==> config.mk <==
export PLATFORM = sky130hd
export DESIGN_NAME = hedged_read_unit
export DESIGN_NICKNAME = d
export VERILOG_FILES = /design/src/rtl/hrr_pkg.sv /design/src/rtl/hrr_port_trk.sv /design/src/rtl/hrr_first_pick.sv /design/src/rtl/hedged_read_unit.sv
export SDC_FILE = /design/constraint.sdc
export NUM_CORES = 1
export LEC_CHECK = 0
export ABC_CLOCK_PERIOD_IN_PS = 4000
export BUFFER_PORTS_ARGS = -buffer_cell sky130_fd_sc_hd__buf_2
export CORE_AREA = 4 4 180 182
export CTS_CLUSTER_DIAMETER = 120
export DETAILED_ROUTE_END_ITERATION = 10
export DIE_AREA = 0 0 184 186
export GPL_ROUTABILITY_DRIVEN = 1
export PLACE_DENSITY = 0.61
export SLEW_MARGIN = 5
export SYNTH_ARGS = -nofsm -noshare
export SYNTH_HDL_FRONTEND = slang
export SYNTH_HIERARCHICAL = 1
export SYNTH_SLANG_ARGS = --single-unit
export TNS_END_PERCENT = 100
==> constraint.sdc <==
create_clock -name clk -period 4 [get_ports clk]
set_input_delay 0 -clock clk [delete_from_list [all_inputs] [get_ports clk]]
set_output_delay 0 -clock clk [all_outputs]
set_load 0.01 [all_outputs]
==> src/rtl/hrr_pkg.sv <==
package hrr_pkg;
    typedef enum logic [1:0] {
        ST_IDLE  = 2'd0,
        ST_WAIT  = 2'd1,
        ST_HOLD  = 2'd2,
        ST_DRAIN = 2'd3
    } hrr_state_e;
endpackage

==> src/rtl/hrr_port_trk.sv <==
// One replica channel: holds its request until accepted, then tracks
// the single outstanding answer and matches it by tag.
module hrr_port_trk #(
    parameter int AW = 32,
    parameter int TW = 4
) (
    input  logic          clk,
    input  logic          rst_n,
    input  logic          launch,
    input  logic          use_port,
    input  logic [AW-1:0] addr_in,
    input  logic [TW-1:0] tag_in,
    output logic          req_valid,
    input  logic          req_ready,
    output logic [AW-1:0] req_addr,
    output logic [TW-1:0] req_tag,
    input  logic          rsp_valid,
    input  logic [TW-1:0] rsp_tag,
    output logic          hit,
    output logic          busy_nxt
);
    logic          pend_q;
    logic          outst_q;
    logic [AW-1:0] addr_q;
    logic [TW-1:0] tag_q;

    always_ff @(posedge clk) begin
        if (!rst_n) begin
            pend_q  <= 1'b0;
            outst_q <= 1'b0;
            addr_q  <= '0;
            tag_q   <= '0;
        end else if (launch) begin
            pend_q  <= use_port;
            outst_q <= 1'b0;
            addr_q  <= addr_in;
            tag_q   <= tag_in;
        end else if (pend_q && req_ready) begin
            pend_q  <= 1'b0;
            outst_q <= 1'b1;
        end else if (hit) begin
            outst_q <= 1'b0;
        end
    end

    always_comb begin
        req_valid = pend_q;
        req_addr  = addr_q;
        req_tag   = tag_q;
        hit       = rsp_valid && outst_q && (rsp_tag == tag_q);
        busy_nxt  = pend_q || (outst_q && !hit);
    end


    req_hold_chk: assert property (@(posedge clk) disable iff (!rst_n)
        (req_valid && !req_ready) |=> (req_valid && $stable(req_addr) && $stable(req_tag)));


    stray_rsp_chk: assert property (@(posedge clk) disable iff (!rst_n)
        (rsp_valid && !outst_q && !launch && !(pend_q && req_ready)) |=> !outst_q);
endmodule

==> src/rtl/hrr_first_pick.sv <==
// Lowest-index winner among replicas answering in the same cycle.
module hrr_first_pick #(
    parameter int N  = 4,
    parameter int IW = 2
) (
    input  logic [N-1:0]  hits,
    output logic          any_hit,
    output logic [IW-1:0] win_idx,
    output logic [N-1:0]  win_oh
);
    always_comb begin
        any_hit = |hits;
        win_idx = '0;
        for (int i = N - 1; i >= 0; i--) begin
            if (hits[i]) win_idx = IW'(i);
        end
        win_oh = hits & ~(hits - N'(1));
    end
endmodule

==> src/rtl/hedged_read_unit.sv <==
module hedged_read_unit
    import hrr_pkg::*;
#(
    parameter int NREP = 4,
    parameter int AW   = 32,
    parameter int DW   = 32,
    parameter int TW   = 4,
    parameter int IW   = (NREP > 1) ? $clog2(NREP) : 1
) (
    input  logic               clk,
    input  logic               rst_n,
    input  logic               hedge_en,
    input  logic               up_req_valid,
    output logic               up_req_ready,
    input  logic [NREP*AW-1:0] up_req_addr,
    output logic               up_rsp_valid,
    input  logic               up_rsp_ready,
    output logic [DW-1:0]      up_rsp_data,
    output logic [IW-1:0]      up_rsp_idx,
    output logic [NREP-1:0]    dn_req_valid,
    input  logic [NREP-1:0]    dn_req_ready,
    output logic [NREP*AW-1:0] dn_req_addr,
    output logic [NREP*TW-1:0] dn_req_tag,
    input  logic [NREP-1:0]    dn_rsp_valid,
    input  logic [NREP*TW-1:0] dn_rsp_tag,
    input  logic [NREP*DW-1:0] dn_rsp_data
);
    hrr_state_e     state_q, state_nxt;
    logic [TW-1:0]  tag_q;
    logic [TW-1:0]  tag_nxt;
    logic           launch;
    logic           hedge_q;
    logic [NREP-1:0] hits;
    logic [NREP-1:0] busy_nxt;
    logic           all_idle;
    logic           any_hit;
    logic [IW-1:0]  win_idx;
    logic [NREP-1:0] win_oh;
    logic [DW-1:0]  sel_data;
    logic [DW-1:0]  data_q;
    logic [IW-1:0]  idx_q;

    assign tag_nxt = tag_q + TW'(1);

    generate
        for (genvar g = 0; g < NREP; g++) begin : g_port
            hrr_port_trk #(.AW(AW), .TW(TW)) u_trk (
                .clk       (clk),
                .rst_n     (rst_n),
                .launch    (launch),
                .use_port  (hedge_en || (g == 0)),
                .addr_in   (up_req_addr[g*AW +: AW]),
                .tag_in    (tag_nxt),
                .req_valid (dn_req_valid[g]),
                .req_ready (dn_req_ready[g]),
                .req_addr  (dn_req_addr[g*AW +: AW]),
                .req_tag   (dn_req_tag[g*TW +: TW]),
                .rsp_valid (dn_rsp_valid[g]),
                .rsp_tag   (dn_rsp_tag[g*TW +: TW]),
                .hit       (hits[g]),
                .busy_nxt  (busy_nxt[g])
            );
        end
    endgenerate

    hrr_first_pick #(.N(NREP), .IW(IW)) u_pick (
        .hits    (hits),
        .any_hit (any_hit),
        .win_idx (win_idx),
        .win_oh  (win_oh)
    );

    always_comb begin
        sel_data = '0;
        for (int i = 0; i < NREP; i++) begin
            if (win_oh[i]) sel_data = sel_data | dn_rsp_data[i*DW +: DW];
        end
    end

    assign all_idle = ~|busy_nxt;

    // Next-state logic
    always_comb begin
        state_nxt = state_q;
        unique case (state_q)
            ST_IDLE:  if (up_req_valid) state_nxt = ST_WAIT;
            ST_WAIT:  if (any_hit)      state_nxt = ST_HOLD;
            ST_HOLD:  if (up_rsp_ready) state_nxt = all_idle ? ST_IDLE : ST_DRAIN;
            ST_DRAIN: if (all_idle)     state_nxt = ST_IDLE;
        endcase
    end

    // State register and per-read registers
    always_ff @(posedge clk) begin
        if (!rst_n) begin
            state_q <= ST_IDLE;
            tag_q   <= '0;
            hedge_q <= 1'b0;
            data_q  <= '0;
            idx_q   <= '0;
        end else begin
            state_q <= state_nxt;
            if (launch) begin
                tag_q   <= tag_nxt;
                hedge_q <= hedge_en;
            end
            if ((state_q == ST_WAIT) && any_hit) begin
                data_q <= sel_data;
                idx_q  <= win_idx;
            end
        end
    end

    // Outputs
    always_comb begin
        up_req_ready = (state_q == ST_IDLE);
        up_rsp_valid = (state_q == ST_HOLD);
        launch       = up_req_ready && up_req_valid;
        up_rsp_data  = data_q;
        up_rsp_idx   = idx_q;
    end


    single_issue_chk: assert property (@(posedge clk) disable iff (!rst_n)
        (!hedge_q && (state_q != ST_IDLE)) |-> ($countones(dn_req_valid) <= 1 && !(|(dn_req_valid >> 1))));


    rsp_hold_chk: assert property (@(posedge clk) disable iff (!rst_n)
        (up_rsp_valid && !up_rsp_ready) |=> (up_rsp_valid && $stable(up_rsp_data) && $stable(up_rsp_idx)));


    grant_onehot_chk: assert property (@(posedge clk) disable iff (!rst_n)
        $onehot0(win_oh));


    tie_low_chk: assert property (@(posedge clk) disable iff (!rst_n)
        ((state_q == ST_WAIT) && hits[0]) |=> (up_rsp_idx == '0));


    one_delivery_chk: assert property (@(posedge clk) disable iff (!rst_n)
        (up_rsp_valid && up_rsp_ready) |=> !up_rsp_valid);


    accept_idle_chk: assert property (@(posedge clk) disable iff (!rst_n)
        (up_req_valid && up_req_ready) |-> (dn_req_valid == '0 && !up_rsp_valid));


    tag_step_chk: assert property (@(posedge clk) disable iff (!rst_n)
        launch |=> (dn_req_tag[TW-1:0] == $past(tag_q) + TW'(1)));
endmodule

==> run metrics <==
Site Rows=64; FF-to-FF setup slack=0.31 ns; total track usage=0.180; Power Density=329 nW/um^2; Setup violations, final=0; #FFs+latches synth=192; worst vdd ir=0.223 mV; initial antenna violation count=1; Clock Skews=0.0141 ns; unrepaired setup endpoints after global routing=false; cells on worst reg2reg path=11; DR DRC count=0; H-Tree Level Count=4; Critical Path Source Type=flop; vias per std cell=4.54; dominant synthesized flop cell=dfxtp_1; Worst-Skew Late Latency=0.45 ns; worst-path maximum fanout=38; Starting Density=0.264; worst rel slew slack=0.378; CTS clk-pin slew, worst paths=0.07 ns; DR pass1 iterations=4; Sw Share=0.268; Leak Pwr=6.34 nW; ANT nets after route=0; CTS Buf Count=17; asr flop ratio synth=0; setup TNS=0 ns; Buffers on Ports=468; Gate Count Post-Synth=778; Final min period=3.69 ns; total power=4.50 mW; worst min-delay path startpoint=rst_n; max_cap viols=0; Vias=8468; Syn Nets=1064; critical setup path kind=reg2reg; Final Hold Viols=0; synthesized area per cell=10.4 um^2; DIE WIDTH=184 um; sequential share of the synthesized area=0.476; Total Wirelength=32.4 mm; Period Utilization, post-route=0.923; share of cells above drive strength 1=0.351; internal power=3.29 mW; Final Max Slew Viols=0; Routed WL per cell=17.4 um; post-CTS setup buffer count=0; via count of the first global-routing pass=8835; Yosys warnings=6; largest net degree at the start of global routing=78; Root Driver=clkbuf_16; Worst Setup End Kind=flop; EDFF count, synth=0; Mapped Area=8070 um^2; final-stage net count=1744; NetSw=1.21 mW; Reg power frac=0.457; die height=186 um; TritonCTS Sinks=192; Synth-to-Final Area Change=69.6%; CTS tree=yes; synth unique cells=35; detailed placement HPWL=22.6 mm; hold path cells=2; HP Class=in2reg; first-pass GRT wire length=48.3 mm; crit path DAT=4.02 ns; GRT overflow=0; status=finished clean; reg-to-reg critical path endpoint=up_rsp_data[27]; Reg-to-Reg Start=g_port[0].u_trk/req_tag[3]; clk buf depth=2; power share of the clock group=0.379; Die Area=34200 um^2; Placeable Area=30600 um^2; worst-margin pin slew=0.933 ns; Hold EP=g_port[1].u_trk/req_addr[3]; gpl congestion=0.847; I/O pin count=469; Worst EP required=4.32 ns; Iter 0 DRT Violations=291; combinational power share=0.164; maximum clock rate=271 MHz
## kinds of logic after synthesis
group	Yosys count	synth area share
flops	192	0.476
xor+xnor	20	0.0217
buf+inv	69	0.0423
fa+ha+maj	1	0.00155
simple gates	195	0.151
other cells	1	0.000465
mux	146	0.181
compound gates	154	0.125
## layer usage
| layer | track usage | wire, um |
|---|---|---|
| met3 | 0.0491 | 2410 |
| met5 | 0 | 0 |
| met2 | 0.336 | 17000 |
| met4 | 0.0624 | 854 |
| met1 | 0.196 | 12100 |
## through the flow
| step | setup WS [ns] | hold slack (ns) | area (um^2) | util | cells |
|---|---|---|---|---|---|
| floorplan | 1.83 | 0.119 | 8070 | - | 778 |
| global placement | 1.51 | 0.224 | 10700 | 0.350 | 1593 |
| detailed placement | 1.38 | 0.238 | 10700 | 0.350 | 1593 |
| CTS | 0.352 | 0.149 | 13700 | 0.447 | 1865 |
| global route | 0.103 | 0.169 | 13700 | 0.447 | 1866 |
| finish | 0.307 | 0.151 | 13700 | 0.447 | 1866 |
## critical path, cell delays in order, from the launching register on
cell and delay (ns):
dfxtp_1 0.33, xor2_1 0.16, nor3_1 0.38, and4_1 0.25
buf_4 0.40, or4_1 0.22, nand3b_1 0.08, buf_4 0.27
a221oi_1 0.23, dlygate4sd3_1 0.58, a21oi_1 0.07, dlygate4sd3_1 0.57
## Yosys cell counts (6+ instances only)
cell / n / area share
a21oi_1: 46 / 0.029
a221oi_1: 32 / 0.035
a22oi_1: 32 / 0.030
a41oi_1: 8 / 0.0087
buf_2: 15 / 0.0093
buf_6: 6 / 0.0084
clkbuf_1: 35 / 0.016
dfxtp_1: 192 / 0.48
inv_1: 8 / 0.0037
mux2i_1: 145 / 0.18
nand2_1: 8 / 0.0037
nor2_1: 11 / 0.0051
nor2b_1: 149 / 0.12
o21ai_0: 31 / 0.019
xnor2_1: 7 / 0.0076
xor2_1: 13 / 0.014
## power groups by stage
stage / logic [mW] / registers (mW) / clock network [mW]
2_1_floorplan: 0.266 / 2.13 / 0
3_3_place_gp: 0.592 / 2.09 / 0
3_5_place_dp: 0.598 / 2.10 / 0
4_1_cts: 0.738 / 2.05 / 1.78
5_1_grt: 0.803 / 2.07 / 1.85
6_report: 0.739 / 2.05 / 1.70
## final cells by class
cell class,instances,area [um^2]
clock inverters,12,129
multi-input cells,517,3900
inverters,8,30.0
fillers,2903,16900
clock buffers,18,429
flip-flops and latches,192,3840
diodes,1,2.50
well taps,396,495
repair buffers,722,4860
## state kept, by name (all words and copies together) (netlist names)
signal and cells:
g_port.u_trk/outst_q 4, g_port.u_trk/req_addr 128, g_port.u_trk/req_tag 16, g_port.u_trk/req_valid 4, state_q 2, tag_q 4
up_rsp_data 32, up_rsp_idx 2
## placed cells by master, fill, tap and decap left out, types with 4 or more instances in the layout
cell type / n
buf_4: 13
or3b_1: 5
nor3b_1: 4
mux2i_1: 145
a221oi_1: 32
clkbuf_16: 17
nor2b_1: 149
inv_6: 4
a21oi_1: 46
dlygate4sd3_1: 242
a41oi_1: 8
and4_1: 4
nor2_1: 10
a22oi_1: 32
inv_1: 8
buf_2: 467
nor3_1: 5
xor2_1: 13
xnor2_1: 7
nand2_1: 8
o21ai_0: 31
dfxtp_1: 192
## worst max-delay path by stage
stage	depth (start not counted)	endpoint	slack, ns	from
floorplan	9	state_q[1]	1.83	g_port[0].u_trk/req_tag[3]
global placement	9	up_rsp_data[27]	1.51	g_port[0].u_trk/req_tag[3]
detailed placement	9	up_rsp_data[9]	1.38	g_port[0].u_trk/req_tag[3]
CTS	11	up_rsp_data[27]	0.35	g_port[0].u_trk/req_tag[3]
global route	11	up_rsp_data[27]	0.10	g_port[0].u_trk/req_tag[3]
finish	11	up_rsp_data[27]	0.31	g_port[0].u_trk/req_tag[3]
## timing repair
action	in CTS	in global routing
hold buffers	242	0
hold endpoints to repair	171	0
endpoints found under the setup margin	0	0
resized for setup	0	0
Note: power is estimated with default switching activity, not from simulation.
